**config.mk**
```make
export PLATFORM = sky130hd
export DESIGN_NAME = trap_sequencer
export DESIGN_NICKNAME = d
export VERILOG_FILES = /design/src/rtl/trap_pkg.sv /design/src/rtl/trap_arbiter.sv /design/src/rtl/trap_entry.sv /design/src/rtl/trap_bank.sv /design/src/rtl/trap_sequencer.sv
export SDC_FILE = /design/constraint.sdc
export NUM_CORES = 1
export LEC_CHECK = 0
export BUFFER_PORTS_ARGS = -buffer_cell sky130_fd_sc_hd__buf_2
export CORE_ASPECT_RATIO = 0.9
export CORE_UTILIZATION = 25
export DETAILED_ROUTE_END_ITERATION = 16
export GPL_TIMING_DRIVEN = 1
export PLACE_DENSITY = 0.39
export SYNTH_ARGS = -nofsm -noshare
export SYNTH_HDL_FRONTEND = slang
export SYNTH_SLANG_ARGS = --single-unit
```
**constraint.sdc**
```tcl
create_clock -name clk_i -period 2.45 [get_ports clk_i]
set_input_delay 0.3675 -clock clk_i [delete_from_list [all_inputs] [get_ports clk_i]]
set_output_delay 0.3675 -clock clk_i [all_outputs]
set_load 0.005 [all_outputs]
```
**src/rtl/trap_pkg.sv**
```systemverilog
package trap_pkg;
  localparam int MODE_W = 5;
  localparam int STAT_T = 5;
  localparam int STAT_F = 6;
  localparam int STAT_I = 7;
  localparam int NSRC   = 7;
  localparam int NBANK  = 5;
  localparam int BANK_W = $clog2(NBANK);

  localparam logic [MODE_W-1:0] MD_USR = 5'h10;
  localparam logic [MODE_W-1:0] MD_FIQ = 5'h11;
  localparam logic [MODE_W-1:0] MD_IRQ = 5'h12;
  localparam logic [MODE_W-1:0] MD_SVC = 5'h13;
  localparam logic [MODE_W-1:0] MD_ABT = 5'h17;
  localparam logic [MODE_W-1:0] MD_UND = 5'h1B;
  localparam logic [MODE_W-1:0] MD_SYS = 5'h1F;

  localparam logic [2:0] EX_RST  = 3'd0;
  localparam logic [2:0] EX_UND  = 3'd1;
  localparam logic [2:0] EX_SWI  = 3'd2;
  localparam logic [2:0] EX_PABT = 3'd3;
  localparam logic [2:0] EX_DABT = 3'd4;
  localparam logic [2:0] EX_IRQ  = 3'd6;
  localparam logic [2:0] EX_FIQ  = 3'd7;

  // pending bit position equals priority rank, 0 is highest
  localparam int P_RST  = 0;
  localparam int P_DABT = 1;
  localparam int P_FIQ  = 2;
  localparam int P_IRQ  = 3;
  localparam int P_PABT = 4;
  localparam int P_UND  = 5;
  localparam int P_SWI  = 6;

  typedef enum logic [1:0] {ST_IDLE, ST_EXEC, ST_DONE} seq_state_e;

  typedef struct packed {
    logic              ok;
    logic [BANK_W-1:0] idx;
  } bank_sel_t;

  function automatic logic [2:0] code_of(input int src);
    case (src)
      P_RST:   return EX_RST;
      P_DABT:  return EX_DABT;
      P_FIQ:   return EX_FIQ;
      P_IRQ:   return EX_IRQ;
      P_PABT:  return EX_PABT;
      P_UND:   return EX_UND;
      default: return EX_SWI;
    endcase
  endfunction

  function automatic logic [MODE_W-1:0] target_mode(input logic [2:0] code);
    case (code)
      EX_FIQ:           return MD_FIQ;
      EX_IRQ:           return MD_IRQ;
      EX_PABT, EX_DABT: return MD_ABT;
      EX_UND:           return MD_UND;
      default:          return MD_SVC;
    endcase
  endfunction

  function automatic bank_sel_t bank_of(input logic [MODE_W-1:0] m);
    bank_sel_t s;
    s.ok = 1'b1;
    case (m)
      MD_FIQ:  s.idx = BANK_W'(0);
      MD_IRQ:  s.idx = BANK_W'(1);
      MD_SVC:  s.idx = BANK_W'(2);
      MD_ABT:  s.idx = BANK_W'(3);
      MD_UND:  s.idx = BANK_W'(4);
      default: begin s.ok = 1'b0; s.idx = '0; end
    endcase
    return s;
  endfunction
endpackage

```
**src/rtl/trap_arbiter.sv**
```systemverilog
module trap_arbiter
  import trap_pkg::*;
(
  input  logic [NSRC-1:0] pend_i,
  input  logic            mask_irq_i,
  input  logic            mask_fiq_i,
  output logic            any_o,
  output logic [2:0]      code_o
);
  logic [NSRC-1:0] elig;

  always_comb begin
    elig         = pend_i;
    elig[P_IRQ]  = pend_i[P_IRQ] & ~mask_irq_i;
    elig[P_FIQ]  = pend_i[P_FIQ] & ~mask_fiq_i;
  end

  // scan from lowest rank so the highest eligible source wins last
  always_comb begin
    any_o  = 1'b0;
    code_o = EX_RST;
    for (int k = NSRC-1; k >= 0; k--) begin
      if (elig[k]) begin
        any_o  = 1'b1;
        code_o = code_of(k);
      end
    end
  end
endmodule

```
**src/rtl/trap_entry.sv**
```systemverilog
module trap_entry
  import trap_pkg::*;
#(
  parameter int              XLEN    = 32,
  parameter logic [XLEN-1:0] HI_BASE = 32'hFFFF_0000
) (
  input  logic [2:0]      code_i,
  input  logic            hivec_i,
  input  logic [XLEN-1:0] status_i,
  input  logic [XLEN-1:0] pc_i,
  output logic [XLEN-1:0] vec_o,
  output logic [XLEN-1:0] status_o,
  output logic [XLEN-1:0] link_o,
  output bank_sel_t       bank_o
);
  localparam logic [XLEN-1:0] LINK_ADJ = XLEN'(4);
  localparam int              VEC_SH   = 2;

  logic [MODE_W-1:0] mode;
  logic [XLEN-1:0]   base;

  assign mode   = target_mode(code_i);
  assign base   = hivec_i ? HI_BASE : '0;
  assign vec_o  = base | (XLEN'(code_i) << VEC_SH);
  assign link_o = pc_i + LINK_ADJ;
  assign bank_o = bank_of(mode);

  always_comb begin
    status_o               = status_i;
    status_o[MODE_W-1:0]   = mode;
    status_o[STAT_T]       = 1'b0;
    status_o[STAT_I]       = 1'b1;
    if (code_i == EX_FIQ || code_i == EX_RST) status_o[STAT_F] = 1'b1;
  end
endmodule

```
**src/rtl/trap_bank.sv**
```systemverilog
module trap_bank
  import trap_pkg::*;
#(
  parameter int XLEN = 32
) (
  input  logic              clk_i,
  input  logic              rst_ni,
  input  logic              we_i,
  input  logic [BANK_W-1:0] widx_i,
  input  logic [XLEN-1:0]   wstat_i,
  input  logic [XLEN-1:0]   wlink_i,
  input  logic [BANK_W-1:0] ridx_i,
  output logic [XLEN-1:0]   rstat_o,
  output logic [XLEN-1:0]   rlink_o
);
  logic [XLEN-1:0] stat_a [NBANK];
  logic [XLEN-1:0] link_a [NBANK];

  for (genvar b = 0; b < NBANK; b++) begin : g_bank
    logic [XLEN-1:0] stat_q;
    logic [XLEN-1:0] link_q;
    always_ff @(posedge clk_i or negedge rst_ni) begin
      if (!rst_ni) begin
        stat_q <= '0;
        link_q <= '0;
      end else if (we_i && widx_i == BANK_W'(b)) begin
        stat_q <= wstat_i;
        link_q <= wlink_i;
      end
    end
    assign stat_a[b] = stat_q;
    assign link_a[b] = link_q;
  end

  always_comb begin
    rstat_o = '0;
    rlink_o = '0;
    if (ridx_i < BANK_W'(NBANK)) begin
      rstat_o = stat_a[ridx_i];
      rlink_o = link_a[ridx_i];
    end
  end
endmodule

```
**src/rtl/trap_sequencer.sv**
```systemverilog
module trap_sequencer
  import trap_pkg::*;
#(
  parameter int              XLEN    = 32,
  parameter logic [XLEN-1:0] HI_BASE = 32'hFFFF_0000
) (
  input  logic            clk_i,
  input  logic            rst_ni,
  input  logic            req_valid_i,
  output logic            req_ready_o,
  input  logic            req_ret_i,
  input  logic [NSRC-1:0] pend_i,
  input  logic [XLEN-1:0] status_i,
  input  logic [XLEN-1:0] pc_i,
  input  logic            hivec_i,
  output logic            done_o,
  output logic            taken_o,
  output logic            is_ret_o,
  output logic [2:0]      code_o,
  output logic [XLEN-1:0] status_o,
  output logic [XLEN-1:0] pc_o,
  output logic [XLEN-1:0] saved_o,
  output logic [XLEN-1:0] link_o
);
  seq_state_e state_q;

  logic            ret_q;
  logic            hivec_q;
  logic [NSRC-1:0] pend_q;
  logic [XLEN-1:0] status_q;
  logic [XLEN-1:0] pc_q;

  logic            any;
  logic [2:0]      code;
  logic [XLEN-1:0] vec;
  logic [XLEN-1:0] ent_status;
  logic [XLEN-1:0] ent_link;
  bank_sel_t       ent_bank;
  bank_sel_t       ret_bank;
  logic            ret_ok;
  logic            bank_we;
  logic [XLEN-1:0] bank_stat;
  logic [XLEN-1:0] bank_link;

  assign req_ready_o = (state_q == ST_IDLE);

  trap_arbiter u_arb (
    .pend_i     (pend_q),
    .mask_irq_i (status_q[STAT_I]),
    .mask_fiq_i (status_q[STAT_F]),
    .any_o      (any),
    .code_o     (code)
  );

  trap_entry #(.XLEN(XLEN), .HI_BASE(HI_BASE)) u_ent (
    .code_i   (code),
    .hivec_i  (hivec_q),
    .status_i (status_q),
    .pc_i     (pc_q),
    .vec_o    (vec),
    .status_o (ent_status),
    .link_o   (ent_link),
    .bank_o   (ent_bank)
  );

  assign ret_bank = bank_of(status_q[MODE_W-1:0]);
  assign ret_ok   = ret_bank.ok & ~status_q[STAT_T];
  assign bank_we  = (state_q == ST_EXEC) & ~ret_q & any & ent_bank.ok;

  trap_bank #(.XLEN(XLEN)) u_bank (
    .clk_i   (clk_i),
    .rst_ni  (rst_ni),
    .we_i    (bank_we),
    .widx_i  (ent_bank.idx),
    .wstat_i (status_q),
    .wlink_i (ent_link),
    .ridx_i  (ret_bank.idx),
    .rstat_o (bank_stat),
    .rlink_o (bank_link)
  );

  always_ff @(posedge clk_i or negedge rst_ni) begin
    if (!rst_ni) begin
      state_q  <= ST_IDLE;
      ret_q    <= 1'b0;
      hivec_q  <= 1'b0;
      pend_q   <= '0;
      status_q <= '0;
      pc_q     <= '0;
    end else begin
      case (state_q)
        ST_IDLE: if (req_valid_i) begin
          state_q  <= ST_EXEC;
          ret_q    <= req_ret_i;
          hivec_q  <= hivec_i;
          pend_q   <= pend_i;
          status_q <= status_i;
          pc_q     <= pc_i;
        end
        ST_EXEC: state_q <= ST_DONE;
        default: state_q <= ST_IDLE;
      endcase
    end
  end

  always_ff @(posedge clk_i or negedge rst_ni) begin
    if (!rst_ni) begin
      done_o   <= 1'b0;
      taken_o  <= 1'b0;
      is_ret_o <= 1'b0;
      code_o   <= '0;
      status_o <= '0;
      pc_o     <= '0;
      saved_o  <= '0;
      link_o   <= '0;
    end else if (state_q == ST_EXEC) begin
      done_o   <= 1'b1;
      is_ret_o <= ret_q;
      code_o   <= '0;
      saved_o  <= '0;
      link_o   <= '0;
      taken_o  <= 1'b0;
      status_o <= status_q;
      pc_o     <= pc_q;
      if (ret_q) begin
        if (ret_ok) begin
          taken_o  <= 1'b1;
          status_o <= bank_stat;
          pc_o     <= bank_link;
        end
      end else if (any) begin
        taken_o  <= 1'b1;
        code_o   <= code;
        status_o <= ent_status;
        pc_o     <= vec;
        saved_o  <= status_q;
        link_o   <= ent_link;
      end
    end else begin
      done_o <= 1'b0;
    end
  end
endmodule

```
==> flow_metrics.tcl <==
set metrics [dict create \
    crit_buf_inv 2 \
    grtUsageMet3_pct 3.17 \
    grt_max_degree 103 \
    crit_arrival_ps 2870 \
    gp_congestion 0.769 \
    grt_pass1_wl_mm 122 \
    syn_to_final_growth_pct 26.6 \
    powerDensity_nw_per_um2 1170 \
    clkSinkCount 529 \
    ys_seq_area_share_pct 56.7 \
    grt_usage_pct 17.2 \
    boundaryPins 211 \
    grt_util_met1_pct 25.0 \
    finalSetupViolCount 0 \
    drc 0 \
    cts.clk_slew.worst_paths_ps 50 \
    p_clk_share_pct 28.7 \
    timing.final.crit_share_pct 97.9 \
    placed_area_um2 26700 \
    leakage_nw 12.9 \
    r2r.worst_path.cells 6 \
    combPwrFrac_pct 28.3 \
    slew_violations 0 \
    top_usage_layer "met2" \
    ys_seq_elements 529 \
    final_antenna_net_count 0 \
    seqCellArea_um2 13200 \
    maxCapViolCount 0 \
    antenna_found_initial 2 \
    drive_gt1_share_pct 29.4 \
    insertion_delay_ps 610 \
    cp_cell_sequence "or4_4 -> o41a_1 -> buf_4 -> nand3_4 -> buf_12 -> mux2_2" \
    cts_root_buf "clkbuf_16" \
    worstHoldStart "status_i[28]" \
    synth_top_area_share_pct 56.7 \
    start_util_pct 25.4 \
    dp_hpwl_mm 51.0 \
    setup-tns-final_ps 0 \
    n_fill_cell 9317 \
    hold_slack_ps 51.4 \
    crit_fanout 35 \
    hold_path_end "status_q[28]" \
    hp-class "in -> reg" \
    total_switching_power_mw 11.6 \
    crit_required_ps 2920 \
    syn_area_per_cell_um2 11.0 \
    r2r-start "pend_q[5]" \
    synthCells 2115 \
    clk_path_buf_depth 3 \
    synth_common_cells "dfrtp_1 (529), mux2_2 (256), nand2_1 (198)" \
    grt_overflow 0 \
    period_needed_ps 2400 \
    r2r_slack_ps 50 \
    placed_cells 3500 \
    synth_edf_count 0 \
    seqPwrFrac_pct 43.0 \
    critical-path-top-delay-family "simple AND/OR/NAND/NOR gates" \
    multiInputGateArea_um2 9360 \
    instances_no_fill 3685 \
    die_x_um 324 \
    switching_share_pct 33.5 \
    h-tree-depth 3 \
    end_kind "flop" \
    max_stage_delay_ps 540 \
    max-slew-margin-rel_pct 46.4 \
    start_kind "flop" \
    final_area_um2 29600 \
    peakVddDrop_uv 397 \
    die_area_um2 94700 \
    die_h_um 292 \
    grtUsageMet2_pct 25.8 \
    dr.first_iter.drc_count 1176 \
    final_hold_viol_count 0 \
    cts_buffers 66 \
    crit_type "reg -> reg" \
    synth.distinct_cells 60 \
    synth_ff_type "dfrtp_1" \
    portBuffers 210 \
    skew_ps 28.9 \
    dr.pass1.iters 5 \
    r2r_end "u_bank.g_bank[0].stat_q[9]" \
    vias 18000 \
    cts_tree "yes" \
    synth_area_um2 23400 \
    cp.depth 6 \
    async_flop_share_pct 100 \
    syn_nets 2192 \
    netlist_top_cells_area "dfrtp_1 (57%), mux2_2 (12%), a21oi_1 (3.4%)" \
    grt_pass1_vias 18500 \
    fmax_mhz 417 \
    avgRoutedWirePerCell_um 22.0 \
    vias_per_cell 4.88 \
    yosysTopAreaCell "dfrtp_1" \
    worstMarginPinSlew_ps 798 \
    core-area_um2 91800 \
    nNetsFinal 2481 \
    wl_mm 81.1 \
    synth.most_common_cell "dfrtp_1" \
    rows 105 \
    yosys_warnings 0 \
    status "finished clean" \
    min_delay_path_depth 2 \
    cp_slowest_cell "or4_4" \
    p_int_mw 23.1 \
]
==> sequential cells by signal, indices dropped and copies added, names as in the netlist, 2 cells and up <==
name and flops:
state_q 2, saved_o 32, u_bank.g_bank.stat_q 160, code_o 3, pc_q 32, link_o 32
status_o 32, pc_o 32, u_bank.g_bank.link_q 160, pend_q 7, status_q 32
==> logic make-up (layout without fill, tap and decap cells) <==
kind of cell	count (synthesis)	after routing	share of synthesized area, %
compound gates	548	548	15.0
xor+xnor	29	29	1.09
fa+ha+maj	1	1	0.0535
buf+inv	221	558	3.83
flops	529	529	56.7
mux	289	289	13.9
other cells	0	3	0
simple gates	498	498	9.56
==> per-layer routing <==
metal | share of wire (%) | vias up
li1 | - | 8242
met1 | 48 | 9203
met2 | 45 | 432
met3 | 4.8 | 108
met4 | 2.0 | 0
met5 | 0 | -
==> placed cells by master, fill, tap and decap left out, types with 5 or more instances in the layout <==
cell / count
nand3_1: 15
o31ai_1: 30
dfrtp_1: 527
nand4_1: 17
nand2_1: 197
a21oi_1: 158
o221ai_1: 35
a211o_1: 5
dlygate4sd3_1: 62
buf_2: 209
clkbuf_8: 18
xor2_1: 14
inv_1: 46
a221o_1: 15
mux2_1: 9
mux2_2: 256
buf_4: 87
nor4_1: 5
clkbuf_1: 15
buf_12: 35
o22ai_1: 52
xnor2_1: 11
clkinv_2: 8
nand2b_1: 23
mux2i_1: 23
nor2_1: 133
and3_1: 15
a211oi_1: 6
o21ai_0: 150
clkbuf_16: 69
a221oi_1: 72
nor3_1: 49
==> what timing repair did <==
item	CTS	global route
setup endpoints to repair	1	54
hold endpoints to repair	105	0
hold buffers	62	0
pin swaps	0	0
buffers inserted	0	4
resized for setup	1	10
==> cell type report <==
class                      count  area share, %
tap                         1230           5.20
sequential                   529           44.8
inverter                      47          0.605
clock buffer                 102           6.86
antenna                        3         0.0254
timing repair buffer         395           10.3
clock inverter                14          0.601
multi-input combinational   1365           31.6
==> worst max path at each step <==
stage / from / endpoint
floorplan: pend_q[6] / u_bank.g_bank[0].link_q[0]
global placement: status_q[2] / pc_o[15]
detailed placement: status_q[2] / pc_o[13]
CTS: status_q[2] / pc_o[13]
global route: pend_q[5] / pc_o[26]
finish: pend_q[5] / u_bank.g_bank[0].stat_q[9]
==> through the flow <==
| step | worst slack (ps) | util [%] | power (mW) |
|---|---|---|---|
| detailed placement | 22.7 | 29.0 | 24.9 |
| floorplan | 205 | - | 20.2 |
| finish | 50.7 | 32.2 | 34.7 |
| global route | -2.67 | 32.2 | 37.0 |
| CTS | 48.9 | 32.1 | 35.2 |
| global placement | 119 | 29.0 | 24.6 |
==> worst reg2reg max path: stages, from the launching register on <==
cell     delay, ps
dfrtp_1        400
or4_4          540
o41a_1         420
buf_4          180
nand3_4        100
buf_12         260
mux2_2         380
==> power by group through the flow <==
stage / clock network, mW / registers, mW / logic [mW]
finish: 9.98 / 14.9 / 9.82
global route: 10.6 / 15.4 / 10.9
CTS: 10.3 / 14.9 / 9.95
detailed placement: 0 / 15.1 / 9.83
global placement: 0 / 15.0 / 9.64
floorplan: 0 / 14.3 / 5.96
No activity file was read; power rests on OpenSTA's default activity.
